[src/rtl/vconv_pkg.sv]
package vconv_pkg;

   typedef enum logic [1:0] {
      ST_IDLE = 2'd0,
      ST_ACC  = 2'd1,
      ST_OUT  = 2'd2
   } vconv_state_e;

   // index width that never collapses to zero bits
   function automatic int unsigned idx_bits(input int unsigned v);
      return (v <= 1) ? 1 : $clog2(v);
   endfunction

endpackage

[src/rtl/vconv_store.sv]
module vconv_store #(
   parameter int unsigned DATA_W = 8,
   parameter int unsigned DEPTH  = 8,
   parameter int unsigned IW     = 3
) (
   input  logic              clk,
   input  logic              rst_n,
   input  logic              wr_en,
   input  logic [IW-1:0]     wr_idx,
   input  logic [DATA_W-1:0] wr_data,
   input  logic [IW-1:0]     rd_idx,
   output logic [DATA_W-1:0] rd_data
);

   logic [DATA_W-1:0] cell_q [DEPTH];

   for (genvar g = 0; g < DEPTH; g++) begin : g_cell
      always_ff @(posedge clk or negedge rst_n) begin
         if (!rst_n) begin
            cell_q[g] <= '0;
         end else if (wr_en && (wr_idx == IW'(g))) begin
            cell_q[g] <= wr_data;
         end
      end
   end

   always_comb begin
      rd_data = '0;
      for (int i = 0; i < DEPTH; i++) begin
         if (rd_idx == IW'(i)) rd_data = cell_q[i];
      end
   end

endmodule

[src/rtl/vconv_seq.sv]
module vconv_seq
   import vconv_pkg::*;
#(
   parameter int unsigned MAX_M = 8,
   parameter int unsigned MAX_N = 8,
   parameter int unsigned IW    = 3,
   parameter int unsigned LW_A  = 4,
   parameter int unsigned LW_B  = 4,
   parameter int unsigned RW    = 4
) (
   input  logic            clk,
   input  logic            rst_n,
   input  logic            start,
   input  logic [LW_A-1:0] len_a,
   input  logic [LW_B-1:0] len_b,
   input  logic            res_ready,
   output logic            busy,
   output logic            res_valid,
   output logic            res_last,
   output logic            mac_en,
   output logic            mac_first,
   output logic [IW-1:0]   idx_a,
   output logic [IW-1:0]   idx_b
);

   localparam int unsigned CW = RW + 1;

   vconv_state_e    state_q;
   logic [RW-1:0]   r_q;
   logic [IW-1:0]   p_q;
   logic [IW-1:0]   plo_q;
   logic [LW_A-1:0] m_q;
   logic [LW_B-1:0] n_q;
   logic            first_q;

   logic [CW-1:0]   sel_m, sel_n, r_nx, p_hi_nx, p_lo_nx;
   logic            lens_ok;

   assign lens_ok = (len_a != '0) && (CW'(len_a) <= CW'(MAX_M)) &&
                    (len_b != '0) && (CW'(len_b) <= CW'(MAX_N));

   // bounds of the next output term: p runs from p_hi down to p_lo
   always_comb begin
      sel_m   = (state_q == ST_IDLE) ? CW'(len_a) : CW'(m_q);
      sel_n   = (state_q == ST_IDLE) ? CW'(len_b) : CW'(n_q);
      r_nx    = (state_q == ST_IDLE) ? (sel_m + sel_n - CW'(2)) : (CW'(r_q) - CW'(1));
      p_hi_nx = (r_nx < (sel_m - CW'(1))) ? r_nx : (sel_m - CW'(1));
      p_lo_nx = (r_nx > (sel_n - CW'(1))) ? (r_nx - (sel_n - CW'(1))) : '0;
   end

   always_ff @(posedge clk or negedge rst_n) begin
      if (!rst_n) begin
         state_q <= ST_IDLE;
         r_q     <= '0;
         p_q     <= '0;
         plo_q   <= '0;
         m_q     <= '0;
         n_q     <= '0;
         first_q <= 1'b0;
      end else begin
         unique case (state_q)
            ST_IDLE: begin
               if (start && lens_ok) begin
                  m_q     <= len_a;
                  n_q     <= len_b;
                  r_q     <= RW'(r_nx);
                  p_q     <= IW'(p_hi_nx);
                  plo_q   <= IW'(p_lo_nx);
                  first_q <= 1'b1;
                  state_q <= ST_ACC;
               end
            end
            ST_ACC: begin
               first_q <= 1'b0;
               if (p_q == plo_q) begin
                  state_q <= ST_OUT;
               end else begin
                  p_q <= p_q - IW'(1);
               end
            end
            ST_OUT: begin
               if (res_ready) begin
                  if (r_q == '0) begin
                     state_q <= ST_IDLE;
                  end else begin
                     r_q     <= RW'(r_nx);
                     p_q     <= IW'(p_hi_nx);
                     plo_q   <= IW'(p_lo_nx);
                     first_q <= 1'b1;
                     state_q <= ST_ACC;
                  end
               end
            end
            default: state_q <= ST_IDLE;
         endcase
      end
   end

   logic [CW-1:0] q_full;
   assign q_full = CW'(r_q) - CW'(p_q);

   assign idx_a     = p_q;
   assign idx_b     = IW'(q_full);
   assign mac_en    = (state_q == ST_ACC);
   assign mac_first = first_q;
   assign busy      = (state_q != ST_IDLE);
   assign res_valid = (state_q == ST_OUT);
   assign res_last  = (state_q == ST_OUT) && (r_q == '0);

endmodule

[src/rtl/vconv_mac.sv]
module vconv_mac #(
   parameter int unsigned DATA_W = 8,
   parameter int unsigned ACC_W  = 19
) (
   input  logic              clk,
   input  logic              rst_n,
   input  logic              en,
   input  logic              first,
   input  logic [DATA_W-1:0] op_a,
   input  logic [DATA_W-1:0] op_b,
   output logic [ACC_W-1:0]  acc
);

   logic signed [2*DATA_W-1:0] prod;
   logic signed [ACC_W-1:0]    prod_ext;
   logic signed [ACC_W-1:0]    acc_q;

   assign prod     = $signed(op_a) * $signed(op_b);
   assign prod_ext = ACC_W'(prod);

   always_ff @(posedge clk or negedge rst_n) begin
      if (!rst_n) begin
         acc_q <= '0;
      end else if (en) begin
         acc_q <= first ? prod_ext : (acc_q + prod_ext);
      end
   end

   assign acc = acc_q;

endmodule

[src/rtl/vec_conv_engine.sv]
module vec_conv_engine
   import vconv_pkg::*;
#(
   parameter  int unsigned DATA_W = 8,
   parameter  int unsigned MAX_M  = 6,
   parameter  int unsigned MAX_N  = 5,
   localparam int unsigned MIN_L  = (MAX_M < MAX_N) ? MAX_M : MAX_N,
   localparam int unsigned ACC_W  = 2*DATA_W + ((MIN_L <= 1) ? 0 : $clog2(MIN_L)),
   localparam int unsigned IW     = idx_bits((MAX_M > MAX_N) ? MAX_M : MAX_N),
   localparam int unsigned LW_A   = idx_bits(MAX_M + 1),
   localparam int unsigned LW_B   = idx_bits(MAX_N + 1),
   localparam int unsigned RW     = idx_bits(MAX_M + MAX_N - 1)
) (
   input  logic              clk,
   input  logic              rst_n,
   input  logic              wr_en,
   input  logic              wr_sel,
   input  logic [IW-1:0]     wr_idx,
   input  logic [DATA_W-1:0] wr_data,
   input  logic [LW_A-1:0]   len_a,
   input  logic [LW_B-1:0]   len_b,
   input  logic              start,
   output logic              busy,
   output logic              res_valid,
   input  logic              res_ready,
   output logic [ACC_W-1:0]  res_data,
   output logic              res_last
);

   if (DATA_W < 2 || MAX_M < 1 || MAX_N < 1) begin : g_bad_cfg
      $error("vec_conv_engine: DATA_W >= 2 and both maximum lengths >= 1 are required");
   end

   logic              wr_a, wr_b;
   logic              mac_en, mac_first;
   logic [IW-1:0]     idx_a, idx_b;
   logic [DATA_W-1:0] elem_a, elem_b;

   assign wr_a = wr_en && !busy && !wr_sel;
   assign wr_b = wr_en && !busy &&  wr_sel;

   vconv_store #(.DATA_W(DATA_W), .DEPTH(MAX_M), .IW(IW)) i_store_a (
      .clk     (clk),
      .rst_n   (rst_n),
      .wr_en   (wr_a),
      .wr_idx  (wr_idx),
      .wr_data (wr_data),
      .rd_idx  (idx_a),
      .rd_data (elem_a)
   );

   vconv_store #(.DATA_W(DATA_W), .DEPTH(MAX_N), .IW(IW)) i_store_b (
      .clk     (clk),
      .rst_n   (rst_n),
      .wr_en   (wr_b),
      .wr_idx  (wr_idx),
      .wr_data (wr_data),
      .rd_idx  (idx_b),
      .rd_data (elem_b)
   );

   vconv_seq #(
      .MAX_M (MAX_M),
      .MAX_N (MAX_N),
      .IW    (IW),
      .LW_A  (LW_A),
      .LW_B  (LW_B),
      .RW    (RW)
   ) i_seq (
      .clk       (clk),
      .rst_n     (rst_n),
      .start     (start),
      .len_a     (len_a),
      .len_b     (len_b),
      .res_ready (res_ready),
      .busy      (busy),
      .res_valid (res_valid),
      .res_last  (res_last),
      .mac_en    (mac_en),
      .mac_first (mac_first),
      .idx_a     (idx_a),
      .idx_b     (idx_b)
   );

   vconv_mac #(.DATA_W(DATA_W), .ACC_W(ACC_W)) i_mac (
      .clk   (clk),
      .rst_n (rst_n),
      .en    (mac_en),
      .first (mac_first),
      .op_a  (elem_a),
      .op_b  (elem_b),
      .acc   (res_data)
   );

endmodule

[config.mk]
export PLATFORM = sky130hd
export DESIGN_NAME = vec_conv_engine
export DESIGN_NICKNAME = d
export VERILOG_FILES = /design/src/rtl/vconv_pkg.sv /design/src/rtl/vconv_store.sv /design/src/rtl/vconv_seq.sv /design/src/rtl/vconv_mac.sv /design/src/rtl/vec_conv_engine.sv
export SDC_FILE = /design/constraint.sdc
export NUM_CORES = 1
export LEC_CHECK = 0
export BUFFER_PORTS_ARGS = -buffer_cell sky130_fd_sc_hd__clkbuf_2
export CAP_MARGIN = 30
export CORE_MARGIN = 3
export CORE_UTILIZATION = 52
export DETAILED_ROUTE_END_ITERATION = 10
export HOLD_SLACK_MARGIN = 0.08
export PLACE_DENSITY = 0.69
export SLEW_MARGIN = 25
export SYNTH_ARGS = -nofsm -noshare
export SYNTH_HDL_FRONTEND = slang
export SYNTH_SLANG_ARGS = --single-unit
[constraint.sdc]
create_clock -name clk -period 16.9 [get_ports clk]
set_clock_uncertainty 0.05 [all_clocks]
set_input_delay 0.845 -clock clk [delete_from_list [all_inputs] [get_ports clk]]
set_output_delay 0.845 -clock clk [all_outputs]
set_load 0.01 [all_outputs]
==> impl_metrics.xml <==
<?xml version="1.0" encoding="UTF-8"?>
<metrics>
  <group name="detailed_routing">
    <metric name="wire_per_inst" unit="µm">17.2</metric>
    <metric name="route.detailed.drc" unit="">0</metric>
    <metric name="detail_route.first_pass.iterations" unit="">5</metric>
    <metric name="vias_per_cell" unit="">5.66</metric>
    <metric name="antenna_left" unit="">0</metric>
    <metric name="drtIter0Drc" unit="">404</metric>
    <metric name="num_vias" unit="">7348</metric>
    <metric name="routed_wirelength" unit="µm">22300</metric>
  </group>
  <group name="yosys">
    <metric name="post_synth_inst_count" unit="">1024</metric>
    <metric name="post-synth-top-area-fraction" unit="%">31.6</metric>
    <metric name="yosys-top-cells-count" unit="">126 x dfrtp_1, 109 x inv_1, 101 x mux2_2, 80 x nor2_1, 75 x nand2_1</metric>
    <metric name="postSynthRegisterBits" unit="">126</metric>
    <metric name="synthDistinctLibCells" unit="">59</metric>
    <metric name="yosys_warnings" unit="">0</metric>
    <metric name="syn_area_per_cell" unit="µm²">9.75</metric>
    <metric name="synth-edff-count" unit="">0</metric>
    <metric name="seq_area_frac_synth" unit="%">31.6</metric>
    <metric name="ys_top_cells_by_area" unit="">dfrtp_1 32%, fa_1 12%, mux2_2 11%</metric>
    <metric name="synth-async-reset-ratio" unit="%">100</metric>
    <metric name="netlist_area" unit="µm²">9990</metric>
    <metric name="postSynthNetCount" unit="">1178</metric>
    <metric name="ys_dominant_reg_cell" unit="">dfrtp_1</metric>
    <metric name="most_numerous_cell_in_the_yosys_netlist" unit="">dfrtp_1</metric>
    <metric name="yosysTopAreaCell" unit="">dfrtp_1</metric>
  </group>
  <group name="placement">
    <metric name="place.detailed.hpwl" unit="µm">16400</metric>
    <metric name="io_buffer_count" unit="">44</metric>
    <metric name="gp_congestion" unit="">0.867</metric>
  </group>
  <group name="cts">
    <metric name="cts_buffer_depth" unit="">2</metric>
    <metric name="cts_htree_levels" unit="">4</metric>
    <metric name="numCtsBuffers" unit="">17</metric>
    <metric name="hold_buffers" unit="">0</metric>
    <metric name="clock-root-buffer" unit="">clkbuf_16</metric>
    <metric name="clkSlewWorstSetupHoldPaths" unit="ns">0.06</metric>
    <metric name="post_cts_resize_count" unit="">0</metric>
    <metric name="cts_tree" unit="">yes</metric>
    <metric name="clock_sink_count" unit="">126</metric>
    <metric name="postCtsSetupRepairBufs" unit="">0</metric>
    <metric name="worstSkewPairLatency" unit="ns">0.43</metric>
  </group>
  <group name="critical_path">
    <metric name="crit-reg2reg-launch" unit="">i_seq.r_q[0]</metric>
    <metric name="timing.setup.critical_path_class" unit="">reg2reg</metric>
    <metric name="critical_path_buf_inv_count" unit="">4</metric>
    <metric name="crit_required" unit="ns">17.16</metric>
    <metric name="worstSetupPathDepth" unit="">30</metric>
    <metric name="path_max_fanout" unit="">19</metric>
    <metric name="cp_slowest_stage_delay" unit="ns">1.14</metric>
    <metric name="critical_path.slowest_cell" unit="">fa_1</metric>
    <metric name="cp-end-kind" unit="">flop</metric>
    <metric name="critPathTopFamily" unit="">adder cells</metric>
    <metric name="critical_path.most_common_cell" unit="">fa_1</metric>
    <metric name="timing.reg2reg.setup_slack" unit="ns">7.06</metric>
    <metric name="crit_arrival" unit="ns">10.10</metric>
    <metric name="startpoint" unit="">i_seq.r_q[0]</metric>
    <metric name="crit-reg2reg-capture" unit="">i_mac.acc[18]</metric>
    <metric name="reg2regPathDepth" unit="">30</metric>
    <metric name="critical_path_startpoint_category" unit="">flop</metric>
  </group>
  <group name="timing">
    <metric name="max_slew.worst_pin.slew" unit="ns">0.965</metric>
    <metric name="totalNegativeSetupSlack" unit="ns">0</metric>
    <metric name="slew_violations" unit="">0</metric>
    <metric name="slew_headroom" unit="%">35.7</metric>
    <metric name="grt_setup_unrepaired" unit="">false</metric>
    <metric name="clock.fmax" unit="GHz">0.102</metric>
    <metric name="timing.final.crit_share" unit="%">58.2</metric>
    <metric name="hold_viol" unit="">0</metric>
    <metric name="period_minus_slack" unit="ns">9.84</metric>
    <metric name="report.final.setup_viol" unit="">0</metric>
  </group>
  <group name="floorplan">
    <metric name="placeableCoreArea" unit="µm²">18800</metric>
    <metric name="die_height" unit="µm">145</metric>
    <metric name="initial_utilization" unit="%">53.2</metric>
    <metric name="floorplan.die.width" unit="µm">145</metric>
    <metric name="die_ar" unit="µm²">20900</metric>
    <metric name="ioPinCount" unit="">45</metric>
    <metric name="num_rows" unit="">50</metric>
  </group>
  <group name="global_routing">
    <metric name="first_global_vias" unit="">7316</metric>
    <metric name="first_pass_grt_wire_length" unit="µm">37200</metric>
    <metric name="grt.overflow.total" unit="">0</metric>
    <metric name="pin_count_of_the_biggest_net_entering_global_routing" unit="">48</metric>
    <metric name="grtUsageTotal" unit="%">22.6</metric>
    <metric name="antenna_found_initial" unit="">0</metric>
  </group>
  <group name="layout">
    <metric name="num_antenna_cells" unit="">0</metric>
    <metric name="layout-area-overhead-vs-synth" unit="%">9.78</metric>
    <metric name="finalNetCount" unit="">1205</metric>
    <metric name="layout-drive-gt1-share" unit="%">18.9</metric>
  </group>
  <group name="hold_path">
    <metric name="hp-class" unit="">in2async</metric>
  </group>
  <group name="run">
    <metric name="max_cap_viol_count" unit="">0</metric>
  </group>
  <group name="run_status">
    <metric name="outcome" unit="">completed</metric>
  </group>
</metrics>
[layer usage]
metal  GRT usage (%)  part of all wire (%)
met1            31.2                    46
met2            37.2                    49
met3            4.37                   3.6
met4            4.86                  0.99
met5               0                     0
[sequential cells by signal (all words and copies together) (netlist names)]
signal            count
i_seq.m_q             3
i_seq.plo_q           3
i_store_b.cell_q     40
i_seq.state_q         2
i_seq.n_q             3
i_store_a.cell_q     48
i_seq.idx_a           3
i_seq.mac_first       1
i_seq.r_q             4
i_mac.acc            19
[metrics by stage]
stage | area (µm²) | hold WS, ns | setup slack [ns] | instances | util (%)
floorplan | 9990 | 0.419 | 8.37 | 1024 | -
global placement | 10400 | 0.434 | 7.49 | 1265 | 55.3
detailed placement | 10400 | 0.443 | 7.23 | 1266 | 55.5
CTS | 11000 | 0.407 | 7.15 | 1298 | 58.4
global route | 11000 | 0.419 | 6.35 | 1298 | 58.4
finish | 11000 | 0.384 | 7.06 | 1298 | 58.4
[worst max path at each step]
| stage | to | slack, ns |
|---|---|---|
| floorplan | i_mac.acc[18] | 8.37 |
| global placement | i_mac.acc[18] | 7.49 |
| detailed placement | i_mac.acc[18] | 7.23 |
| CTS | i_mac.acc[18] | 7.15 |
| global route | i_mac.acc[18] | 6.35 |
| finish | i_mac.acc[18] | 7.06 |
[layout by cell type, fill, tap and decap left out, types with 3 or more instances in the layout]
| master | synthesis | final |
|---|---|---|
| mux2_2 | 101 | 101 |
| fa_1 | 59 | 59 |
| or3_1 | 6 | 6 |
| a21o_1 | 18 | 18 |
| nor3_1 | 13 | 13 |
| clkbuf_2 | 0 | 43 |
| xnor2_1 | 30 | 30 |
| clkbuf_1 | 36 | 4 |
| o21ai_1 | 8 | 8 |
| a31oi_1 | 4 | 4 |
| ha_1 | 72 | 72 |
| dfrtp_1 | 126 | 126 |
| o21bai_1 | 5 | 5 |
| o31ai_1 | 3 | 3 |
| a211oi_1 | 11 | 11 |
| inv_1 | 109 | 109 |
| clkinvlp_4 | 0 | 4 |
| o211ai_1 | 13 | 13 |
| buf_4 | 0 | 7 |
| nor2b_1 | 9 | 9 |
| clkbuf_16 | 0 | 17 |
| nor2_1 | 80 | 80 |
| a21oi_1 | 67 | 67 |
| o21ai_0 | 45 | 45 |
| nand3b_1 | 11 | 11 |
| nand2b_1 | 6 | 6 |
| nand3_1 | 11 | 11 |
| mux2i_1 | 25 | 25 |
| nand4b_1 | 3 | 3 |
| nand2_1 | 75 | 75 |
| or2_2 | 11 | 11 |
| o21a_1 | 13 | 13 |
| xor2_1 | 9 | 9 |
[layout make-up]
class | instances | area, µm²
Clock buffer | 23 | 468
Sequential cell | 126 | 3150
Tap cell | 234 | 293
Timing Repair Buffer | 51 | 295
Clock inverter | 9 | 87.6
Inverter | 109 | 409
Fill cell | 1670 | 7800
Multi-Input combinational cell | 746 | 6260
[cell families after synthesis]
group	after synthesis	share of synthesized area [%]
xor gates and xnor gates	39	3.42
muxes	126	13.9
and+or+nand+nor	241	11.5
buffers and inverters	152	5.76
adders and majority gates	131	20.8
AOI/OAI and AO/OA	209	13.1
DFF	126	31.6
Power is left out: the tool's default activity adds up to more than one toggle a clock period on the data nets, which glitch-free logic cannot reach.
